$ cat src/rtl/a1al_pkg.sv
package a1al_pkg;
  parameter int unsigned BYTE_BITS = 8;
  parameter int unsigned A1_RUN    = 12;
  parameter logic [7:0]  A1_CODE   = 8'hF6;

  function automatic int unsigned phase_width(input int unsigned nbits);
    return (nbits <= 2) ? 1 : $clog2(nbits);
  endfunction
endpackage

$ cat src/rtl/a1al_window.sv
module a1al_window #(
  parameter int unsigned WIN = 96
) (
  input  logic           clk,
  input  logic           rst,
  input  logic           bit_en,
  input  logic           bit_in,
  output logic [WIN-1:0] win_q,
  output logic [WIN-1:0] win_nx
);
  // Window as it will be after the current bit; newest bit at index 0.
  assign win_nx = {win_q[WIN-2:0], bit_in};

  always_ff @(posedge clk) begin
    if (rst)         win_q <= '0;
    else if (bit_en) win_q <= win_nx;
  end
endmodule

$ cat src/rtl/a1al_detect.sv
module a1al_detect #(
  parameter int unsigned BYTE_W  = 8,
  parameter int unsigned RUN_LEN = 12,
  parameter logic [BYTE_W-1:0] PAT = 8'hF6,
  localparam int unsigned WIN = BYTE_W * RUN_LEN
) (
  input  logic [WIN-1:0] win,
  output logic           hit
);
  logic [RUN_LEN-1:0] lane_eq;

  // One comparator per byte lane of the window.
  for (genvar g = 0; g < RUN_LEN; g++) begin : g_lane
    assign lane_eq[g] = (win[g*BYTE_W +: BYTE_W] == PAT);
  end

  assign hit = &lane_eq;
endmodule

$ cat src/rtl/a1al_phase.sv
module a1al_phase #(
  parameter int unsigned BYTE_W = 8,
  localparam int unsigned CW = a1al_pkg::phase_width(BYTE_W)
) (
  input  logic          clk,
  input  logic          rst,
  input  logic          bit_en,
  input  logic          realign,
  output logic          byte_end,
  output logic [CW-1:0] cnt
);
  localparam logic [CW-1:0] LAST = CW'(BYTE_W - 1);

  assign byte_end = bit_en && (realign || cnt == LAST);

  always_ff @(posedge clk) begin
    if (rst)           cnt <= '0;
    else if (byte_end) cnt <= '0;
    else if (bit_en)   cnt <= cnt + CW'(1);
  end

  // no bit accepted means the phase does not move
  a_r8_phase_hold: assert property (@(posedge clk) disable iff (rst)
    !bit_en |=> $stable(cnt));
endmodule

$ cat src/rtl/sonet_a1_aligner.sv
module sonet_a1_aligner #(
  parameter int unsigned BYTE_W  = a1al_pkg::BYTE_BITS,
  parameter int unsigned RUN_LEN = a1al_pkg::A1_RUN,
  parameter logic [BYTE_W-1:0] PAT = BYTE_W'(a1al_pkg::A1_CODE)
) (
  input  logic              clk,
  input  logic              rst,
  input  logic              bit_en,
  input  logic              bit_in,
  input  logic              oof,
  input  logic              carrier_lost,
  output logic [BYTE_W-1:0] byte_out,
  output logic              byte_vld
);
  localparam int unsigned WIN = BYTE_W * RUN_LEN;
  localparam int unsigned CW  = a1al_pkg::phase_width(BYTE_W);

  logic [WIN-1:0] win_q, win_nx;
  logic           hit, realign, byte_end;
  logic [CW-1:0]  cnt;

  a1al_window #(.WIN(WIN)) u_window (
    .clk(clk), .rst(rst), .bit_en(bit_en), .bit_in(bit_in),
    .win_q(win_q), .win_nx(win_nx)
  );

  a1al_detect #(.BYTE_W(BYTE_W), .RUN_LEN(RUN_LEN), .PAT(PAT)) u_detect (
    .win(win_nx), .hit(hit)
  );

  // Hunt only on request from the framer.
  assign realign = oof && hit;

  a1al_phase #(.BYTE_W(BYTE_W)) u_phase (
    .clk(clk), .rst(rst), .bit_en(bit_en), .realign(realign),
    .byte_end(byte_end), .cnt(cnt)
  );

  always_ff @(posedge clk) begin
    if (rst) begin
      byte_out <= '0;
      byte_vld <= 1'b0;
    end else begin
      byte_vld <= byte_end;
      if (carrier_lost)  byte_out <= '0;
      else if (byte_end) byte_out <= win_nx[BYTE_W-1:0];
    end
  end

  // carrier loss zeroes data on the next clock
  a_r7_carrier_zero: assert property (@(posedge clk) disable iff (rst)
    carrier_lost |=> byte_out == '0);

  // a requested match emits the A1 byte right away
  a_r4_match_emits: assert property (@(posedge clk) disable iff (rst)
    bit_en && oof && hit && !carrier_lost |=> byte_vld && byte_out == PAT);

  // without a request, no strobe off the phase grid
  a_r5_grid_frozen: assert property (@(posedge clk) disable iff (rst)
    bit_en && !oof && cnt != CW'(BYTE_W - 1) |=> !byte_vld);

  // every strobe follows an accepted bit
  a_r8_strobe_needs_bit: assert property (@(posedge clk) disable iff (rst)
    byte_vld |-> $past(bit_en));
endmodule

$ cat config.mk
export PLATFORM = sky130hd
export DESIGN_NAME = sonet_a1_aligner
export DESIGN_NICKNAME = d
export VERILOG_FILES = /design/src/rtl/a1al_pkg.sv /design/src/rtl/a1al_window.sv /design/src/rtl/a1al_detect.sv /design/src/rtl/a1al_phase.sv /design/src/rtl/sonet_a1_aligner.sv
export SDC_FILE = /design/constraint.sdc
export NUM_CORES = 1
export LEC_CHECK = 0
export ABC_AREA = 1
export BUFFER_PORTS_ARGS = -buffer_cell sky130_fd_sc_hd__buf_2
export CAP_MARGIN = 30
export CELL_PAD_IN_SITES_DETAIL_PLACEMENT = 0
export CELL_PAD_IN_SITES_GLOBAL_PLACEMENT = 1
export CORE_MARGIN = 2
export CORE_UTILIZATION = 48
export DETAILED_ROUTE_END_ITERATION = 16
export PLACE_DENSITY = 0.87
export SETUP_SLACK_MARGIN = 0.1
export SYNTH_ARGS = -nofsm -noshare
export SYNTH_HDL_FRONTEND = slang
export SYNTH_SLANG_ARGS = --single-unit
$ cat constraint.sdc
create_clock -name clk -period 3.95 [get_ports clk]
set_input_delay 0.395 -clock clk [delete_from_list [all_inputs] [get_ports clk]]
set_output_delay 0.395 -clock clk [all_outputs]
set_load 0.01 [all_outputs]
== Word-level counts from Yosys, hierarchy flattened ==
Cells that the tools add are included.
Storage, ports and cells
  register bits: 107
  bits in latches: 0
  memory bits (writable): 0
  memory bits (read-only): 0
  bits of input ports: 6
  output and inout bits: 9
  logic and storage cells: 24
  memories kept: 0
Cells by class
  add/subtract/negate cells: 1
  $mul: 0
  divide/modulo/power cells: 0
  order comparisons: 0
  eq/ne operators: 13
  shift-type cells: 0
  muxes and demuxes: 0
  bitwise gates (word level): 0
  reduce and logical (&&, ||, !) cells: 6
Operator list (count)
  $eq A8 B8 Y1 const B: 12
  $reduce_and A12 Y1: 1
  $reduce_or A2 Y1: 2
  $add A3 B1 Y3 const B: 1
  $eq A3 B3 Y1 const B: 1
  $logic_and A1 B1 Y1: 2
  $logic_or A1 B1 Y1: 1

== Logic depth before layout (Yosys ltp) ==
  depth after elaboration: 6
  mapped depth: 13
  gate-level depth less buffers: 13

== Hierarchy ==
A second synthesis with hierarchy kept.
Second synthesis, totals
  cells, all modules: 869
  area total of the unflattened synthesis: 5662.9 um^2
Modules (own cells, without submodules)
  a1al_window: times used 1, cells an instance 704, area an instance 4734.5 um^2, seq. area each 1921.8 um^2
  a1al_detect: times used 1, cells an instance 86, area an instance 385.4 um^2, seq. area each 0.0 um^2
  sonet_a1_aligner: times used 1, cells an instance 56, area an instance 384.1 um^2, seq. area each 180.2 um^2
  a1al_phase: times used 1, cells an instance 23, area an instance 158.9 um^2, seq. area each 60.1 um^2

== Worst setup path after synthesis ==
Ideal clock, no wire load.
  path type: input-to-reg
  start point: input bit_in
  end point: register byte_out[3]
  setup time: 115 ps
  arrival time: 1215 ps
  required time: 3835 ps
  path slack: 2620 ps
  stages: 13
  path buffers: 1
  cells stage by stage: inv_1 > nand2_1 > nor2_1 > nand2_1 > nor2_1 > nand2_1 > nor2_1 > nand2_1 > nand2_2 > buf_6 > nand3_1 > nand2_1 > nor2_1
Between the ends
  longest elaborated chain between the ends: 5
RTL lines
  start, declared: RTL line sonet_a1_aligner.sv:9  | input logic bit_in,
  $eq A8 B8 Y1: RTL line a1al_detect.sv:14  | assign lane_eq[g] = (win[g*BYTE_W +: BYTE_W] == PAT);
  $reduce_and A12 Y1: RTL line a1al_detect.sv:17  | assign hit = &lane_eq;
  $logic_and A1 B1 Y1: RTL line sonet_a1_aligner.sv:32  | assign realign = oof && hit;
  $logic_or A1 B1 Y1: RTL line a1al_phase.sv:14  | assign byte_end = bit_en && (realign || cnt == LAST);
  $logic_and A1 B1 Y1: RTL line a1al_phase.sv:14
  end signal, assigned: RTL line sonet_a1_aligner.sv:46  | else if (byte_end) byte_out <= win_nx[BYTE_W-1:0];
  end, declared: RTL line sonet_a1_aligner.sv:12  | output logic [BYTE_W-1:0] byte_out,
Every way passes these cells.
A chain may end at the register's enable or synchronous reset.

== Worst setup path in the final report ==
  start point: register u_window.win_q[21]
  end point: register byte_out[1]
Between the ends
  longest elaborated chain between the ends: 5
RTL lines
  start, declared: RTL line a1al_window.sv:8  | output logic [WIN-1:0] win_q,
  start signal, assigned: RTL line a1al_window.sv:16  | else if (bit_en) win_q <= win_nx;
  $eq A8 B8 Y1: RTL line a1al_detect.sv:14
  $reduce_and A12 Y1: RTL line a1al_detect.sv:17
  $logic_and A1 B1 Y1: RTL line sonet_a1_aligner.sv:32
  $logic_or A1 B1 Y1: RTL line a1al_phase.sv:14
  $logic_and A1 B1 Y1: RTL line a1al_phase.sv:14
Every way passes these cells.

==> flow_summary.ini <==
[cts]
cts_setup_buffers = 0
cts.hold.buffers_added = 0
cts_tree = yes
cts.sinks = 107
htree_num_levels = 3
clk_latency_ns = 0.35
clk_path_buf_depth = 2
cts_buffers = 9
cts_resized = 0
cts-root-buf = clkbuf_8
clkTransAtPathRegs_ns = 0.10

[place]
place_area_um2 = 4090
place.gp.congestion = 0.694
place_hpwl_um = 4400
io_buffers = 14

[layout]
post-route-util_pct = 52.6
num-nets-final = 533
final_cell_mix = 126 x nor2_1, 107 x dfxtp_1, 95 x o21ai_0
area_growth_pct = 6.74
design_area_um2 = 4300
final_common_cell = nor2_1
n_antenna_cell = 0
final_layout_size_suffix_gt1_share_pct = 6.60

[critical_path]
startpoint_type = flop
worstPathRequired_ns = 4.25
cp_max_fo = 13
cp.arrival_ns = 2.00
critPathCaptureType = flop
path_class = flop to flop

[timing]
drv_slew = 0
fin_crit_sh_pct = 43.1
hold_viol_final = 0
timing.fmax_mhz = 588
final-setup-viol-count = 0
relSlewSlack_pct = 39.3
fin_setup_tns_ns = 0
skew_ns = 0.00956
rsz0062_at_grt = no
tightest_slew_ns = 0.910
fin_crit_ns = 1.70

[global_route]
grt_pass1_vias = 2838
antenna_found_initial = 0
grt_max_degree = 107
grtUsageTotal_pct = 17.3
grt_overflow = 0
grt_pass1_wl_um = 12400

[floorplanning]
die_h_um = 95.6
rows = 33
die_area_um2 = 9140
num_io_pins = 15
core-area_um2 = 8180
start_util_pct = 49.3
die_w_um = 95.6

[drt]
wirelength_um = 7270
dr.pass1.iters = 5
ant_nets = 0
drc = 0
first_iter_violations = 160
num_vias = 3193
vias_per_cell = 5.03
wire_per_inst_um = 11.5

[pwr]
power_density_nw_per_um2 = 469
fin_total_pwr_uw = 2020
power_leakage_uw = 0.00168
peakVddDrop_uv = 234

[synth]
synth-seq-cells = 107
syn-num-nets = 539
synth_area_um2 = 4030
seq_area_frac_synth_pct = 53.2
ys_types = 18
yosys_warnings = 0
syn_inst = 531
syn_area_per_cell_um2 = 7.59

[run_status]
status = finished clean

[hold_path]
hold_class = input port to flop

[flow_run]
maxCapViolCount = 0
[worst max-delay path: stages (launching register included)]
cell     delay, ns
dfxtp_1       0.36
nand2_1       0.07
nor2_1        0.12
nand2_1       0.08
nor2_1        0.12
nand2_1       0.06
nor2_1        0.09
nand2_1       0.09
nand2_2       0.24
nand2_2       0.15
nand2_1       0.11
nand2_1       0.05
nor2_1        0.11
[per-stage QoR]
| step | std cells | setup WS, ns | hold WS, ns |
|---|---|---|---|
| after floorplan | 531 | 2.62 | 0.442 |
| after global placement | 619 | 2.00 | 0.454 |
| after detailed placement | 619 | 1.97 | 0.464 |
| after CTS | 635 | 2.22 | 0.213 |
| after global routing | 635 | 2.03 | 0.224 |
| final | 635 | 2.25 | 0.233 |
[kinds of logic after synthesis]
kind of cell             Yosys count  synth area share [%]
XOR/XNOR                           1                 0.217
AND/OR/NAND/NOR                  197                  19.5
adder cells (fa/ha/maj)            2                 0.621
AO/OA/AOI/OAI                    154                  19.1
flip-flops                       107                  53.2
buffers and inverters             70                  7.36
[power breakdown]
group	leakage (uW)	total, uW	switching (uW)	internal (uW)
combinational	0.000699	142	94.0	47.7
clock	0.000103	695	339	356
sequential	0.000882	1180	37.3	1140
total	0.00168	2020	471	1540
[area by class of cell]
type                    instances  area [um^2]
clock inverters                 5         77.6
flip-flops and latches        107         2140
well taps                     105          131
repair buffers                 17         92.6
inverters                      36          135
clock buffers                  11          131
multi-input cells             354         1590
fillers                       816         3870
[flip-flops by register name, indices dropped and copies added, names as in the netlist]
| signal | count |
|---|---|
| u_phase.cnt | 3 |
| byte_out | 8 |
| u_window.win_q | 95 |
| byte_vld | 1 |
[cell usage after synthesis]
master	instances	area [um^2]
dfxtp_1	107	2140
inv_1	36	135
nand2_2	2	12.5
o21ai_0	95	475
buf_4	1	7.51
ha_1	2	25.0
nand3b_1	2	15.0
clkbuf_8	1	13.8
xnor2_1	1	8.76
a21oi_1	59	295
buf_2	7	35.0
clkbuf_1	23	86.3
buf_6	1	11.3
nand4_1	10	62.6
nor2_1	126	473
clkbuf_4	1	7.51
nand2_1	50	188
nand3_1	7	35.0
[path summary, 6_finish.rpt]
check                          start             end  slack, ns  cells past startpoint
hold / removal                   rst        byte_vld       0.23                      2
setup / recovery  u_window.win_q[21]     byte_out[1]       2.25                     12
hold reg to reg       u_phase.cnt[2]  u_phase.cnt[2]       0.48                      2
setup reg to reg  u_window.win_q[21]     byte_out[1]       2.25                     12
[metal layers]
| metal | wire, um | GRT usage [%] | vias up | part of all wire (%) |
|---|---|---|---|---|
| li1 | - | - | 1718 | - |
| met5 | 0 | 0 | - | 0 |
| met3 | 168 | 4.98 | 2 | 2.3 |
| met2 | 3280 | 28.6 | 28 | 45 |
| met1 | 3780 | 22.0 | 1445 | 52 |
| met4 | 40 | 5.00 | 0 | 0.55 |
No activity file was read; power rests on OpenSTA's default activity.
